===== src/rtl/tdm_ext_pkg.sv =====
package tdm_ext_pkg;
  localparam int unsigned TDM_MAX_CH_LIMIT = 64;

  function automatic int unsigned tdm_sel_bits(input int unsigned n_ch);
    int unsigned b;
    b = 1;
    while ((1 << b) < n_ch) b++;
    return b;
  endfunction
endpackage


===== src/rtl/tdm_strobe_delay.sv =====
module tdm_strobe_delay #(
  parameter int unsigned MAX_CH = 8
) (
  input  logic              clk,
  input  logic              rst,
  input  logic              stb_i,
  output logic [MAX_CH-1:0] tap_o
);
  logic [MAX_CH-1:1] stage_q;

  // position 0 is the strobe clock itself
  assign tap_o = {stage_q, 1'b0};

  generate
    for (genvar k = 1; k < MAX_CH; k++) begin : g_stage
      if (k == 1) begin : g_first
        always_ff @(posedge clk) begin
          if (rst) stage_q[k] <= 1'b0;
          else     stage_q[k] <= stb_i;
        end
      end else begin : g_rest
        // a fresh strobe wipes older pulses so only the newest frame is tracked
        always_ff @(posedge clk) begin
          if (rst)        stage_q[k] <= 1'b0;
          else if (stb_i) stage_q[k] <= 1'b0;
          else            stage_q[k] <= stage_q[k-1];
        end
      end
    end
  endgenerate

  AST_ONE_PENDING: assert property (@(posedge clk) disable iff (rst)
    $onehot0(stage_q)) else $error("more than one strobe in flight");
endmodule


===== src/rtl/tdm_capture.sv =====
module tdm_capture #(
  parameter int unsigned DATA_W = 16,
  parameter int unsigned MAX_CH = 8,
  parameter int unsigned SEL_W  = 3
) (
  input  logic              clk,
  input  logic              rst,
  input  logic [DATA_W-1:0] din_i,
  input  logic              stb_i,
  input  logic [SEL_W-1:0]  chan_sel_i,
  input  logic [MAX_CH-1:0] tap_i,
  output logic [DATA_W-1:0] cap_o,
  output logic              fill_o,
  output logic              err_o
);
  logic [SEL_W-1:0] sel_q;
  logic             armed_q;
  logic             hit_now;
  logic             hit_late;
  logic             hit;

  assign hit_now  = stb_i && (chan_sel_i == '0);
  assign hit_late = !stb_i && armed_q && tap_i[sel_q];
  assign hit      = hit_now || hit_late;

  always_ff @(posedge clk) begin
    if (rst) begin
      sel_q   <= '0;
      armed_q <= 1'b0;
    end else if (stb_i) begin
      sel_q   <= chan_sel_i;
      armed_q <= (chan_sel_i != '0);
    end else if (hit_late) begin
      armed_q <= 1'b0;
    end
  end

  always_ff @(posedge clk) begin
    if (rst)      cap_o <= '0;
    else if (hit) cap_o <= din_i;
  end

  always_ff @(posedge clk) begin
    if (rst)        fill_o <= 1'b0;
    else if (hit)   fill_o <= 1'b1;
    else if (stb_i) fill_o <= 1'b0;
  end

  always_ff @(posedge clk) begin
    if (rst) err_o <= 1'b0;
    else     err_o <= stb_i && armed_q;
  end

  AST_ERR_ON_STB: assert property (@(posedge clk) disable iff (rst)
    err_o |-> $past(stb_i)) else $error("error without strobe");
  AST_FILL_CLEARS: assert property (@(posedge clk) disable iff (rst)
    (stb_i && chan_sel_i != '0) |=> !fill_o) else $error("stale capture kept");
endmodule


===== src/rtl/tdm_realign.sv =====
module tdm_realign #(
  parameter int unsigned DATA_W = 16
) (
  input  logic              clk,
  input  logic              rst,
  input  logic              stb_i,
  input  logic [DATA_W-1:0] cap_i,
  input  logic              fill_i,
  output logic [DATA_W-1:0] dout_o,
  output logic              vld_o
);
  always_ff @(posedge clk) begin
    if (rst) begin
      dout_o <= '0;
      vld_o  <= 1'b0;
    end else begin
      vld_o <= stb_i && fill_i;
      if (stb_i && fill_i) dout_o <= cap_i;
    end
  end

  AST_VLD_AFTER_STB: assert property (@(posedge clk) disable iff (rst)
    vld_o |-> $past(stb_i)) else $error("valid without strobe");
  AST_DOUT_HOLD: assert property (@(posedge clk) disable iff (rst)
    !stb_i |=> $stable(dout_o)) else $error("output moved off strobe");
endmodule


===== src/rtl/tdm_chan_extract.sv =====
module tdm_chan_extract
  import tdm_ext_pkg::*;
#(
  parameter int unsigned DATA_W = 16,
  parameter int unsigned MAX_CH = 8,
  parameter int unsigned SEL_W  = tdm_sel_bits(MAX_CH)
) (
  input  logic              clk,
  input  logic              rst,
  input  logic [DATA_W-1:0] din,
  input  logic              frame_stb,
  input  logic [SEL_W-1:0]  chan_sel,
  output logic [DATA_W-1:0] dout,
  output logic              dout_vld,
  output logic              proto_err
);
  localparam int unsigned N_TAP = 1 << SEL_W;

  logic [N_TAP-1:0]  tap;
  logic [DATA_W-1:0] cap;
  logic              fill;

  initial begin
    if (MAX_CH < 2 || MAX_CH > TDM_MAX_CH_LIMIT || N_TAP != MAX_CH)
      $error("MAX_CH must be a power of two within limits");
  end

  tdm_strobe_delay #(.MAX_CH(N_TAP)) u_dly (
    .clk   (clk),
    .rst   (rst),
    .stb_i (frame_stb),
    .tap_o (tap)
  );

  tdm_capture #(.DATA_W(DATA_W), .MAX_CH(N_TAP), .SEL_W(SEL_W)) u_cap (
    .clk        (clk),
    .rst        (rst),
    .din_i      (din),
    .stb_i      (frame_stb),
    .chan_sel_i (chan_sel),
    .tap_i      (tap),
    .cap_o      (cap),
    .fill_o     (fill),
    .err_o      (proto_err)
  );

  tdm_realign #(.DATA_W(DATA_W)) u_rea (
    .clk    (clk),
    .rst    (rst),
    .stb_i  (frame_stb),
    .cap_i  (cap),
    .fill_i (fill),
    .dout_o (dout),
    .vld_o  (dout_vld)
  );

  AST_RESET_QUIET: assert property (@(posedge clk)
    $past(rst) |-> (!dout_vld && !proto_err)) else $error("output active after reset");
endmodule


===== config.mk =====
export PLATFORM = sky130hd
export DESIGN_NAME = tdm_chan_extract
export DESIGN_NICKNAME = d
export VERILOG_FILES = /design/src/rtl/tdm_ext_pkg.sv /design/src/rtl/tdm_strobe_delay.sv /design/src/rtl/tdm_capture.sv /design/src/rtl/tdm_realign.sv /design/src/rtl/tdm_chan_extract.sv
export SDC_FILE = /design/constraint.sdc
export NUM_CORES = 1
export LEC_CHECK = 0
export ABC_CLOCK_PERIOD_IN_PS = 1600
export BUFFER_PORTS_ARGS = -buffer_cell sky130_fd_sc_hd__clkbuf_2
export CAP_MARGIN = 40
export CORE_MARGIN = 5
export CORE_UTILIZATION = 49
export CTS_CLUSTER_DIAMETER = 30
export DETAILED_ROUTE_END_ITERATION = 8
export PLACE_DENSITY = 0.75
export SETUP_SLACK_MARGIN = 0.5
export SLEW_MARGIN = 20
export SYNTH_ARGS = -nofsm -noshare
export SYNTH_HDL_FRONTEND = slang
export SYNTH_SLANG_ARGS = --single-unit

===== constraint.sdc =====
create_clock -name clk -period 1.6 [get_ports clk]
set_input_delay 0.24 -clock clk [delete_from_list [all_inputs] [get_ports clk]]
set_output_delay 0.24 -clock clk [all_outputs]
set_load 0.01 [all_outputs]

==> results.toml <==
[placed_design]
gp_congestion = 0.827
io_buffers = 39
dpl.hpwl_um = 3050
dpl-instance-area_um2 = 2330
dp_slack_ns = -0.0502

[final_layout]
syn2layout_area_growth_pct = 23.6
final_cell_mix = "63 x nand2_1, 45 x dfxtp_1, 39 x clkbuf_2"
fill_cells = 355
drive_gt1_share_pct = 25.6
fin_area_um2 = 2540
regArea_um2 = 925
multi_input_area_um2 = 1150
nets = 318
final_common_cell = "nand2_1"
antenna_cells = 0

[clocking]
cts_made_buffers = 5
h-tree-depth = 2
clock_latency_ns = 0.30
postCtsHoldBufs = 0
clock_sinks = 46
ctsLongestPathBuffers = 2
cts_root_buffer = "clkbuf_8"
clk_pin_slew_worst_paths_ns = 0.08
cts_tree = "yes"

[floorplanning]
dieHeight_um = 74.8
die_area_um2 = 5600
start_util_pct = 51.1
die_x_um = 74.8
ioPinCount = 40
rows = 23
coreArea_um2 = 4030

[detailed_routing]
met2_length_um = 2050
routed_wl_um = 4790
drc = 0
firstDrtPassIters = 5
met1Wirelength_um = 2250
drt_iter0_drc = 114
vias = 1907
via_per_inst = 5.50
wl_per_cell_um = 13.8
antenna_left = 0
top_layer = "met4"
route.met3.wl_um = 384

[logic_synthesis]
syn_inst = 261
synthXorXnorAreaFrac_pct = 0
synth_top_area_cell = "dfxtp_1"
synth-simple-area-share_pct = 29.5
synth.distinct_cells = 20
synthAdderAreaFrac_pct = 0
synth_compound_area_share_pct = 16.2
ys_seq_elements = 46
avgSynthCellArea_um2 = 7.89
synth_mux_area_share_pct = 4.01
synth_top_cell_area_share_pct = 44.7
ys_seq_area_share_pct = 44.7
yosys_warnings = 0
synth_nets = 283
synth_area_leaders = "dfxtp_1 45%, nand2_1 12%, o311ai_1 5.5%"
synth_top_family_by_area = "simple AND/OR/NAND/NOR gates"
netlist_area_um2 = 2060

[sta]
timing.fmax_ghz = 0.626
finalCritPeriodShare_pct = 99.8
setup_viol = 0
fin_skew_ns = 0.00478
finalMaxSlewViolations = 0
rsz0062_at_grt = "yes"
finalCriticalPeriod_ns = 1.60
tightest_slew_ns = 0.353
setup_slack_ns = 0.00252
slew_headroom_pct = 76.4
finalHoldViolations = 0

[worst_setup_path]
required_ns = 1.80
critical_path_peak_fanout = 22
worstSetupPathType = "register to register"
slowest_stage = "mux4_2"
worstPathCellList = "mux2i_2 -> mux4_2 -> buf_12 -> o311ai_1"
max_stage_delay_ns = 0.56
startpoint = "u_cap.sel_q[1]"
worstReg2RegStart = "u_cap.sel_q[1]"
ff2ff_path_depth = 4
start_kind = "register"
worstSetupEndpointType = "register"
worst_ep_arrival_time_ns = 1.80

[global_route]
grt_pass1_vias = 1619
grt_max_degree = 51
antenna_found_initial = 0
grt_pass1_wl_um = 7490
grt_usage_pct = 17.7
grt_overflow = 0

[pwr]
p_per_area_nw_per_um2 = 887
ir_drop_mv = 0.438
p_leak_nw = 1.01

[job]
maxCapViolCount = 0

[hold_path]
min_from = "din[12]"
hold_depth = 3
worstHoldPathType = "primary input to register"

[outcome]
status = "complete, no violations"
-- worst max-delay path, delay by kind of cell, from the launching register on --
kind	cells	cell delay, ns
AO/OA/AOI/OAI	1	0.22
buffers and inverters	1	0.20
flip-flops	1	0.37
multiplexers	2	0.71
-- Yosys cell counts, drive strengths merged --
library cell / n
a21oi: 17
a31oi: 16
and2: 9
buf: 6
clkbuf: 17
dfxtp: 46
inv: 1
mux2i: 6
mux4: 1
nand2: 66
nand2b: 17
nor2: 21
nor2b: 3
nor3: 17
nor4b: 1
o311ai: 16
o31a: 1
-- per-layer routing --
metal | GRT usage (%) | vias to the layer above
met4 | 8.30 | 0
met5 | 0 | -
met2 | 25.4 | 77
met1 | 25.0 | 854
met3 | 4.14 | 11
li1 | - | 965
-- power by group --
group          switching [mW]  internal [mW]  total [mW]
Sequential             0.0454           1.20        1.25
Clock                   0.371          0.349       0.719
Combinational           0.157          0.132       0.289
-- per-stage QoR --
step	utilization (%)	instances	power, mW	TNS [ns]	hold slack (ns)
finish	63.1	347	2.26	0	0.189
CTS	61.3	347	2.24	0	0.182
global placement	57.9	337	1.52	0	0.442
global route	63.1	347	2.35	-0.458	0.199
detailed placement	57.9	337	1.52	-0.307	0.446
floorplan	-	261	1.43	0	0.386
-- sequential cells by signal (all words and copies together) (netlist names) --
| signal | count |
|---|---|
| u_cap.armed_q | 1 |
| u_cap.cap_o | 16 |
| u_cap.err_o | 1 |
| u_rea.vld_o | 1 |
| u_cap.fill_o | 1 |
| u_rea.dout_o | 16 |
| u_dly.tap_o | 7 |
| u_cap.sel_q | 3 |
-- timing repair --
item	CTS	global route
cloned	1	0
buffers inserted	1	0
gates resized for setup	7	13
pin swaps	1	0
setup endpoints to repair	18	34
-- cells by family after synthesis --
group	Yosys count
AOI/OAI and AO/OA	50
buffers and inverters	24
DFF	46
muxes	7
and+or+nand+nor	134
-- final timing paths --
kind	end	slack, ns
worst max-delay path	u_cap.cap_o[10]	0.003
worst min register to register	u_rea.dout_o[7]	0.45
worst max register to register	u_cap.cap_o[10]	0.003
worst min-delay path	u_cap.cap_o[12]	0.19
-- final cells by class --
| class | count | area share, % |
|---|---|---|
| clock inverter | 1 | 0.197 |
| multi-input combinational | 192 | 45.1 |
| timing repair buffer | 50 | 12.4 |
| tap | 50 | 2.46 |
| sequential | 46 | 36.4 |
| clock buffer | 7 | 3.39 |
| inverter | 1 | 0.148 |
Power figures use the tool's default switching activity.
